$ cat config.mk
export PLATFORM = sky130hd
export DESIGN_NAME = irq_vector_ctrl
export DESIGN_NICKNAME = d
export VERILOG_FILES = /design/src/rtl/irq_ctrl_pkg.sv /design/src/rtl/irq_src_regs.sv /design/src/rtl/irq_pick.sv /design/src/rtl/irq_nest.sv /design/src/rtl/irq_vector_ctrl.sv
export SDC_FILE = /design/constraint.sdc
export NUM_CORES = 1
export LEC_CHECK = 0
export CAP_MARGIN = 20
export CORE_UTILIZATION = 33
export DETAILED_ROUTE_END_ITERATION = 6
export GPL_TIMING_DRIVEN = 1
export PLACE_DENSITY = 0.57
export SLEW_MARGIN = 10
export SYNTH_ARGS = -nofsm -noshare
export SYNTH_HDL_FRONTEND = slang
export SYNTH_SLANG_ARGS = --single-unit
$ cat constraint.sdc
create_clock -name clk -period 2.98 [get_ports clk]
set_input_delay 0.596 -clock clk [delete_from_list [all_inputs] [get_ports clk]]
set_output_delay 0.596 -clock clk [all_outputs]
set_load 0.02 [all_outputs]
$ cat src/rtl/irq_ctrl_pkg.sv
package irq_ctrl_pkg;
  localparam logic [1:0] RA_ENABLE = 2'd0;
  localparam logic [1:0] RA_LEVEL  = 2'd1;
  localparam logic [1:0] RA_FLAGS  = 2'd2;
  localparam logic [1:0] RA_GLOBAL = 2'd3;

  typedef enum logic {LVL_LOW = 1'b0, LVL_HIGH = 1'b1} irq_lvl_e;
endpackage

$ cat src/rtl/irq_src_regs.sv
module irq_src_regs
  import irq_ctrl_pkg::*;
#(
  parameter int N_SRC     = 19,
  parameter int N_AUTOCLR = 4,
  parameter int WARN_IDX  = 15,
  parameter int MATCH_IDX = 16,
  localparam int IDX_W    = $clog2(N_SRC)
) (
  input  logic             clk,
  input  logic             rst_n,
  input  logic [N_SRC-1:0] set_i,
  input  logic             warn_i,
  input  logic             match_i,
  input  logic             wr_i,
  input  logic [1:0]       addr_i,
  input  logic [N_SRC-1:0] wdata_i,
  input  logic             take_i,
  input  logic [IDX_W-1:0] take_idx_i,
  output logic [N_SRC-1:0] level_o,
  output logic [N_SRC-1:0] req_o,
  output logic [N_SRC-1:0] rdata_o
);
  logic [N_SRC-1:0] enable_q, level_q, flag_view;
  logic             global_q;
  logic             wr_flags;

  assign wr_flags = wr_i && (addr_i == RA_FLAGS);

  always_ff @(posedge clk) begin
    if (!rst_n) begin
      enable_q <= '0;
      level_q  <= '0;
      global_q <= 1'b0;
    end else if (wr_i) begin
      case (addr_i)
        RA_ENABLE: enable_q <= wdata_i;
        RA_LEVEL:  level_q  <= wdata_i;
        RA_GLOBAL: global_q <= wdata_i[0];
        default:   ;
      endcase
    end
  end

  for (genvar n = 0; n < N_SRC; n++) begin : g_src
    if (n == WARN_IDX) begin : g_warn
      assign flag_view[n] = warn_i;
    end else if (n == MATCH_IDX) begin : g_match
      assign flag_view[n] = match_i;
    end else begin : g_flag
      localparam bit AUTO = (n < N_AUTOCLR);
      logic flag_q;
      logic hw_clr;
      assign hw_clr = AUTO && take_i && (take_idx_i == IDX_W'(n));
      always_ff @(posedge clk) begin
        if (!rst_n) flag_q <= 1'b0;
        else        flag_q <= set_i[n] | (wr_flags ? wdata_i[n] : (flag_q & ~hw_clr));
      end
      assign flag_view[n] = flag_q;
      if (AUTO) begin : g_chk
        assert_autoclear_R7: assert property (@(posedge clk) disable iff (!rst_n)
          (take_i && take_idx_i == IDX_W'(n) && !set_i[n] && !wr_flags) |=> !flag_q);
      end
    end
  end

  assign req_o   = flag_view & enable_q & {N_SRC{global_q}};
  assign level_o = level_q;

  always_comb begin
    case (addr_i)
      RA_ENABLE: rdata_o = enable_q;
      RA_LEVEL:  rdata_o = level_q;
      RA_FLAGS:  rdata_o = flag_view;
      default:   rdata_o = {{(N_SRC-1){1'b0}}, global_q};
    endcase
  end
endmodule

$ cat src/rtl/irq_pick.sv
module irq_pick
  import irq_ctrl_pkg::*;
#(
  parameter int N_SRC  = 19,
  localparam int IDX_W = $clog2(N_SRC)
) (
  input  logic [N_SRC-1:0] req_i,
  input  logic [N_SRC-1:0] level_i,
  input  logic             ins_low_i,
  input  logic             ins_high_i,
  output logic             found_o,
  output logic [IDX_W-1:0] idx_o,
  output irq_lvl_e         lvl_o
);
  logic [N_SRC-1:0] hi_req, lo_req;
  logic             hi_any, lo_any;
  logic [IDX_W-1:0] hi_idx, lo_idx;

  assign hi_req = req_i & level_i;
  assign lo_req = req_i & ~level_i;

  always_comb begin
    hi_any = 1'b0; hi_idx = '0;
    lo_any = 1'b0; lo_idx = '0;
    for (int i = N_SRC - 1; i >= 0; i--) begin
      if (hi_req[i]) begin hi_any = 1'b1; hi_idx = IDX_W'(i); end
      if (lo_req[i]) begin lo_any = 1'b1; lo_idx = IDX_W'(i); end
    end
  end

  always_comb begin
    found_o = 1'b0;
    idx_o   = hi_idx;
    lvl_o   = LVL_HIGH;
    if (!ins_high_i) begin
      if (hi_any) begin
        found_o = 1'b1;
      end else if (lo_any && !ins_low_i) begin
        found_o = 1'b1;
        idx_o   = lo_idx;
        lvl_o   = LVL_LOW;
      end
    end
  end
endmodule

$ cat src/rtl/irq_nest.sv
module irq_nest
  import irq_ctrl_pkg::*;
(
  input  logic     clk,
  input  logic     rst_n,
  input  logic     take_i,
  input  irq_lvl_e take_lvl_i,
  input  logic     reti_i,
  output logic     ins_low_o,
  output logic     ins_high_o
);
  always_ff @(posedge clk) begin
    if (!rst_n) begin
      ins_low_o  <= 1'b0;
      ins_high_o <= 1'b0;
    end else if (take_i) begin
      if (take_lvl_i == LVL_HIGH) ins_high_o <= 1'b1;
      else                        ins_low_o  <= 1'b1;
    end else if (reti_i) begin
      if (ins_high_o) ins_high_o <= 1'b0;
      else            ins_low_o  <= 1'b0;
    end
  end

  assert_reti_order_R11: assert property (@(posedge clk) disable iff (!rst_n)
    (reti_i && !take_i && ins_high_o) |=> (!ins_high_o && ins_low_o == $past(ins_low_o)));
endmodule

$ cat src/rtl/irq_vector_ctrl.sv
module irq_vector_ctrl
  import irq_ctrl_pkg::*;
#(
  parameter int N_SRC      = 19,
  parameter int N_AUTOCLR  = 4,
  parameter int WARN_IDX   = 15,
  parameter int MATCH_IDX  = 16,
  parameter int ADDR_W     = 16,
  parameter int VEC_BASE   = 3,
  parameter int VEC_STRIDE = 8,
  localparam int IDX_W     = $clog2(N_SRC)
) (
  input  logic              clk,
  input  logic              rst_n,
  input  logic [N_SRC-1:0]  irq_set,
  input  logic              warn_live,
  input  logic              match_live,
  input  logic              reg_wr,
  input  logic [1:0]        reg_addr,
  input  logic [N_SRC-1:0]  reg_wdata,
  output logic [N_SRC-1:0]  reg_rdata,
  output logic              vec_valid,
  output logic [ADDR_W-1:0] vec_addr,
  input  logic              vec_ack,
  input  logic              reti
);
  logic [N_SRC-1:0] req, level;
  logic             ins_low, ins_high;
  logic             found;
  logic [IDX_W-1:0] pick_idx, vec_idx_q;
  irq_lvl_e         pick_lvl, vec_lvl_q;
  logic             vec_valid_q;
  logic             take;

  assign take = vec_valid_q && vec_ack;

  irq_src_regs #(
    .N_SRC(N_SRC), .N_AUTOCLR(N_AUTOCLR), .WARN_IDX(WARN_IDX), .MATCH_IDX(MATCH_IDX)
  ) u_regs (
    .clk(clk), .rst_n(rst_n), .set_i(irq_set), .warn_i(warn_live), .match_i(match_live),
    .wr_i(reg_wr), .addr_i(reg_addr), .wdata_i(reg_wdata),
    .take_i(take), .take_idx_i(vec_idx_q),
    .level_o(level), .req_o(req), .rdata_o(reg_rdata)
  );

  irq_pick #(.N_SRC(N_SRC)) u_pick (
    .req_i(req), .level_i(level), .ins_low_i(ins_low), .ins_high_i(ins_high),
    .found_o(found), .idx_o(pick_idx), .lvl_o(pick_lvl)
  );

  irq_nest u_nest (
    .clk(clk), .rst_n(rst_n), .take_i(take), .take_lvl_i(vec_lvl_q), .reti_i(reti),
    .ins_low_o(ins_low), .ins_high_o(ins_high)
  );

  always_ff @(posedge clk) begin
    if (!rst_n) begin
      vec_valid_q <= 1'b0;
      vec_idx_q   <= '0;
      vec_lvl_q   <= LVL_LOW;
    end else begin
      vec_valid_q <= take ? 1'b0 : found;
      if (found) begin
        vec_idx_q <= pick_idx;
        vec_lvl_q <= pick_lvl;
      end
    end
  end

  assign vec_valid = vec_valid_q;
  assign vec_addr  = ADDR_W'(VEC_BASE) + ADDR_W'(VEC_STRIDE) * ADDR_W'(vec_idx_q);

  assert_vec_range_R2: assert property (@(posedge clk) disable iff (!rst_n)
    vec_valid |-> (vec_addr[2:0] == 3'b011 &&
                   vec_addr <= ADDR_W'(VEC_BASE + VEC_STRIDE * (N_SRC - 1))));
  assert_take_drops_R6: assert property (@(posedge clk) disable iff (!rst_n)
    (vec_valid && vec_ack) |=> !vec_valid);
  assert_high_blocks_R5: assert property (@(posedge clk) disable iff (!rst_n)
    vec_valid |-> !ins_high);
  assert_low_only_high_R5: assert property (@(posedge clk) disable iff (!rst_n)
    (vec_valid && ins_low) |-> (vec_lvl_q == LVL_HIGH));
endmodule

## After elaboration in Yosys (flattened, before gate mapping)

Cells that the tools add are included.

- Add/sub/neg operators: 1
- Equality and inequality tests: 9
- Mux-type cells: 110
- Bitwise logic cells: 31
- Reductions and logical operators: 17

Operators by type and width:

| cell | number |
|---|---|
| $mux 5 | 41 |
| $and 19x19->19 | 4 |
| $mux 1 | 68 |
| $pmux 19 s3 | 1 |
| $not 19->19 | 1 |
| $or 1x1->1 | 17 |
| $eq 5x2->1 const B | 2 |
| $add 2x8->9 const A | 1 |
| $reduce_and 2->1 | 4 |
| $logic_and 1x1->1 | 7 |
| $ne 2x2->1 const B | 3 |
| $eq 5x1->1 const B | 1 |
| $logic_not 5->1 | 1 |
| $not 1->1 | 5 |
| $and 1x1->1 | 4 |
| $eq 2x2->1 const B | 2 |
| $reduce_and 3->1 | 1 |
| $eq 2x1->1 const B | 1 |
| $logic_not 2->1 | 1 |
| $reduce_bool 2->1 | 1 |
| $reduce_or 2->1 | 1 |
| $logic_not 1->1 | 1 |

- Flip-flop bits (word level): 65
- Output and inout bits: 36
- Word-level logic and storage cells: 193

## Longest topological paths before layout

- Depth in word-level cells: 26
- Mapped depth: 9
- Mapped depth without buffers: 7

## Cells and area by module

Synthesis repeated with hierarchy kept, for this count alone.

- Cells, all modules: 469
- Area, all modules: 3912.5 um^2

Modules (own cells, without submodules):

| module | instances | cells each | area each (um^2) |
|---|---|---|---|
| irq_src_regs | 1 | 319 | 2732.6 |
| irq_pick | 1 | 105 | 730.7 |
| irq_vector_ctrl | 1 | 36 | 352.8 |
| irq_nest | 1 | 9 | 96.3 |

## Worst setup path after synthesis

Ideal clock, no wire load.

- Path type: input-to-output
- Start point: input reg_addr[0]
- End point: output reg_rdata[10]
- Data arrival time: 2.190 ns
- Path slack: 0.194 ns
- Stages on the path: 5
- Buffers on the path: 3
- Cell sequence: clkbuf_1 -> buf_1 -> buf_2 -> mux2i_1 -> o21ai_0

- Longest elaborated chain between the ends: 2
- Elaborated cells between the ends (all ways): 4
- Classes of those cells: eq/ne: 2; mux: 1; reduce/logical: 1

RTL lines:

| element | RTL line | text |
|---|---|---|
| from (decl) | irq_vector_ctrl.sv:19 | `input logic [1:0] reg_addr,` |
| $eq 2x2->1 (tied with other cells) | irq_src_regs.sv:71 | `case (addr_i)` |
| $pmux 19 s3 (*) | irq_src_regs.sv:71 |  |
| to (decl) | irq_vector_ctrl.sv:21 | `output logic [N_SRC-1:0] reg_rdata,` |

Every way passes the cells marked *; elsewhere a longest branch is shown, timed or not.

## Worst setup path in the final report

- Start point: input reg_addr[0]
- End point: output reg_rdata[14]

The elaborated chain is that of the path after synthesis.

==> results.sh <==
export IMPL_rsz0062_at_grt="no"
export IMPL_route_detailed_drc=10
export IMPL_initial_core_util_pct=34.15
export IMPL_worst_setup_path_start_kind="input port"
export IMPL_fp_dieArea_um2=12360
export IMPL_coreArea_um2=11520
export IMPL_finalHoldViolCount=0
export IMPL_area_growth_pct=29.97
export IMPL_violations="DRC"
export IMPL_holdPathEnd="vec_idx_q[3]"
export IMPL_die_h_um=111.2
export IMPL_cts_sinks=65
export IMPL_wl_per_cell_um=16.08
export IMPL_final_layout_size_suffix_gt1_share_pct=9.929
export IMPL_worst_ep_arrival_time_ps=2310
export IMPL_layout_nets=607
export IMPL_yosys_top_cells_count="nand2_1, dfxtp_1, nor2_1"
export IMPL_p_sw_share_pct=24.20
export IMPL_avgSynthCellArea_um2=7.944
export IMPL_overflow=0
export IMPL_peakVddDrop_uv=232.4
export IMPL_r2r_start="u_regs.global_q"
export IMPL_grt_total_usage_pct=18.95
export IMPL_p_switching_mw=0.5715
export IMPL_grt_max_degree=66
export IMPL_finalCriticalPeriod_ps=2909
export IMPL_p_int_mw=1.790
export IMPL_clk_latency_ps=340
export IMPL_timing_rr_end="vec_idx_q[3]"
export IMPL_io_buffers=69
export IMPL_ys_flop_type="dfxtp_1"
export IMPL_die_x_um=111.2
export IMPL_yosysMostFrequentCell="nand2_1"
export IMPL_leakagePower_nw=2.167
export IMPL_wirelength_mm=11.37
export IMPL_p_per_area_nw_per_um2=462.1
export IMPL_critPathRequiredTime_ps=2380
export IMPL_crit_start="reg_addr[0]"
export IMPL_cts_root_buf="clkbuf_16"
export IMPL_htreeDepth=3
export IMPL_crit_type="in -> out"
export IMPL_path_max_fanout=19
export IMPL_min_path_cells=2
export IMPL_antenna_found_initial=0
export IMPL_finalPower_mw=2.362
export IMPL_ys_ff_latch=65
export IMPL_cts_hold_fix_buffers=0
export IMPL_synth_top_area_cell="dfxtp_1"
export IMPL_synthArstFlopShare_pct=0
export IMPL_fin_tns_setup_ps=0
export IMPL_cts_setup_buffers=0
export IMPL_routed_via_density=5.167
export IMPL_cts_path_max_buffers=2
export IMPL_cap_violations=0
export IMPL_p_seq_share_pct=40.2
export IMPL_endpoint_kind="output pin"
export IMPL_num_vias=3653
export IMPL_reg2reg_slack_ps=620
export IMPL_relSlewSlack_pct=55.52
export IMPL_synth_edff_count=0
export IMPL_status="finished with violations"
export IMPL_r2r_cells=8
export IMPL_first_pass_iters=6
export IMPL_hp_class="reg -> reg"
export IMPL_drv_slew=0
export IMPL_cts_buffers=9
export IMPL_clkTransAtPathRegs_ps=50
export IMPL_netlist_area_um2=3933
export IMPL_min_from="vec_idx_q[3]"
export IMPL_diodes=0
export IMPL_synth_area_leaders="dfxtp_1, nand2_1, a21boi_0"
export IMPL_place_congestion=0.8352
export IMPL_fin_hold_ws_ps=462.6
export IMPL_seq_area_frac_synth_pct=33.09
export IMPL_grt_first_pass_wirelength_mm=18.44
export IMPL_io_pins=83
export IMPL_grt_pass1_vias=3544
export IMPL_ys_types=60
export IMPL_p_comb_share_pct=13.0
export IMPL_drt_initial_drc_count=170
export IMPL_final_period_utilization_pct=97.63
export IMPL_netlist_instances=495
export IMPL_clock_fmax_ghz=0.3437
export IMPL_cts_tree="built"
export IMPL_skew_ps=11.97
export IMPL_finalSetupViolCount=0
export IMPL_ant_nets=0
export IMPL_rows=39
export IMPL_clkPwrFrac_pct=46.9
export IMPL_yosys_warnings=0
export IMPL_hpwl_mm=8.234
export IMPL_synth_top_area_share_pct=33.09
export IMPL_tightest_slew_ps=661.0
-- final cells by class --
| type | count | area [µm²] |
|---|---|---|
| fillers | 1168 | 6405 |
| multi-input cells | 397 | 2424 |
| flip-flops and latches | 65 | 1301 |
| repair buffers | 85 | 884.6 |
| clock buffers | 13 | 280.3 |
| well taps | 143 | 178.9 |
| clock inverters | 2 | 35.03 |
| inverters | 2 | 7.507 |
-- state kept, by name, summed over array words and instances, names as in the netlist --
signal                      count
u_nest.ins_high_o               1
u_nest.ins_low_o                1
u_regs.enable_q                19
u_regs.g_src.g_flag.flag_q     17
u_regs.global_q                 1
u_regs.level_o                 19
vec_idx_q                       5
vec_lvl_q                       1
vec_valid                       1
-- power groups by stage --
stage | clock, mW | sequential (mW) | combinational (mW)
6_report | 1.11 | 0.949 | 0.306
5_1_grt | 1.17 | 0.954 | 0.335
4_1_cts | 1.13 | 0.948 | 0.311
3_5_place_dp | 0 | 0.966 | 0.311
3_3_place_gp | 0 | 0.964 | 0.307
2_1_floorplan | 0 | 0.956 | 0.175
-- kinds of logic after synthesis --
group | Yosys count | share of synthesized area [%]
mux | 20 | 5.409
compound gates | 114 | 20.55
other cells | 2 | 0.1910
flops | 65 | 33.09
buf+inv | 42 | 6.268
simple gates | 252 | 34.49
-- worst max-delay path by stage --
stage | end | slack (ps) | depth (start not counted)
after floorplan | reg_rdata[10] | 190 | 5
after global placement | reg_rdata[18] | -40 | 5
after detailed placement | reg_rdata[18] | -10 | 5
after CTS | reg_rdata[13] | 20 | 6
after global routing | reg_rdata[8] | 3 | 5
final | reg_rdata[14] | 70 | 5
-- timing repair --
item | CTS | global route
cloned | 0 | 0
endpoints found under the hold margin | 0 | 0
resized for setup | 1 | 7
endpoints found under the setup margin | 1 | 7
-- layer usage --
layer  up-vias  track usage (%)  share of wire [%]
met2        95            32.25                 48
met4         0            7.387                1.9
met5         -                0                  0
met1      1671            23.74                 46
met3        13            3.226                4.4
li1       1874                -                  -
-- layout by cell type (no fill, tap or decap), types with 7 or more instances in the layout --
master	synthesis	final
dfxtp_1	65	65
buf_4	12	11
nand4_1	26	26
nand2_1	114	114
dlymetal6s2s_1	0	7
nand4b_1	10	10
a21boi_0	44	44
clkdlybuf4s50_1	0	60
a21oi_1	9	9
nor2_1	47	47
o21a_1	14	14
conb_1	2	11
mux2i_1	19	19
nand3_1	8	8
o21ai_0	25	25
clkbuf_16	0	9
-- through the flow --
stage / utilization, % / area (µm²) / instances / setup WS [ps]
2_1_floorplan: - / 3966 / 504 / 193.9
3_3_place_gp: 41.50 / 4780 / 692 / -35.34
3_5_place_dp: 41.50 / 4780 / 692 / -13.48
4_1_cts: 44.23 / 5094 / 707 / 19.98
5_1_grt: 44.38 / 5111 / 707 / 2.640
6_report: 44.38 / 5111 / 707 / 70.70
-- critical path, cell delays in order --
cell and delay, ps:
clkdlybuf4s50_1 530, buf_12 210, mux2i_1 90, o21ai_0 220, clkdlybuf4s50_1 650
(Power assumes the default switching activity.)
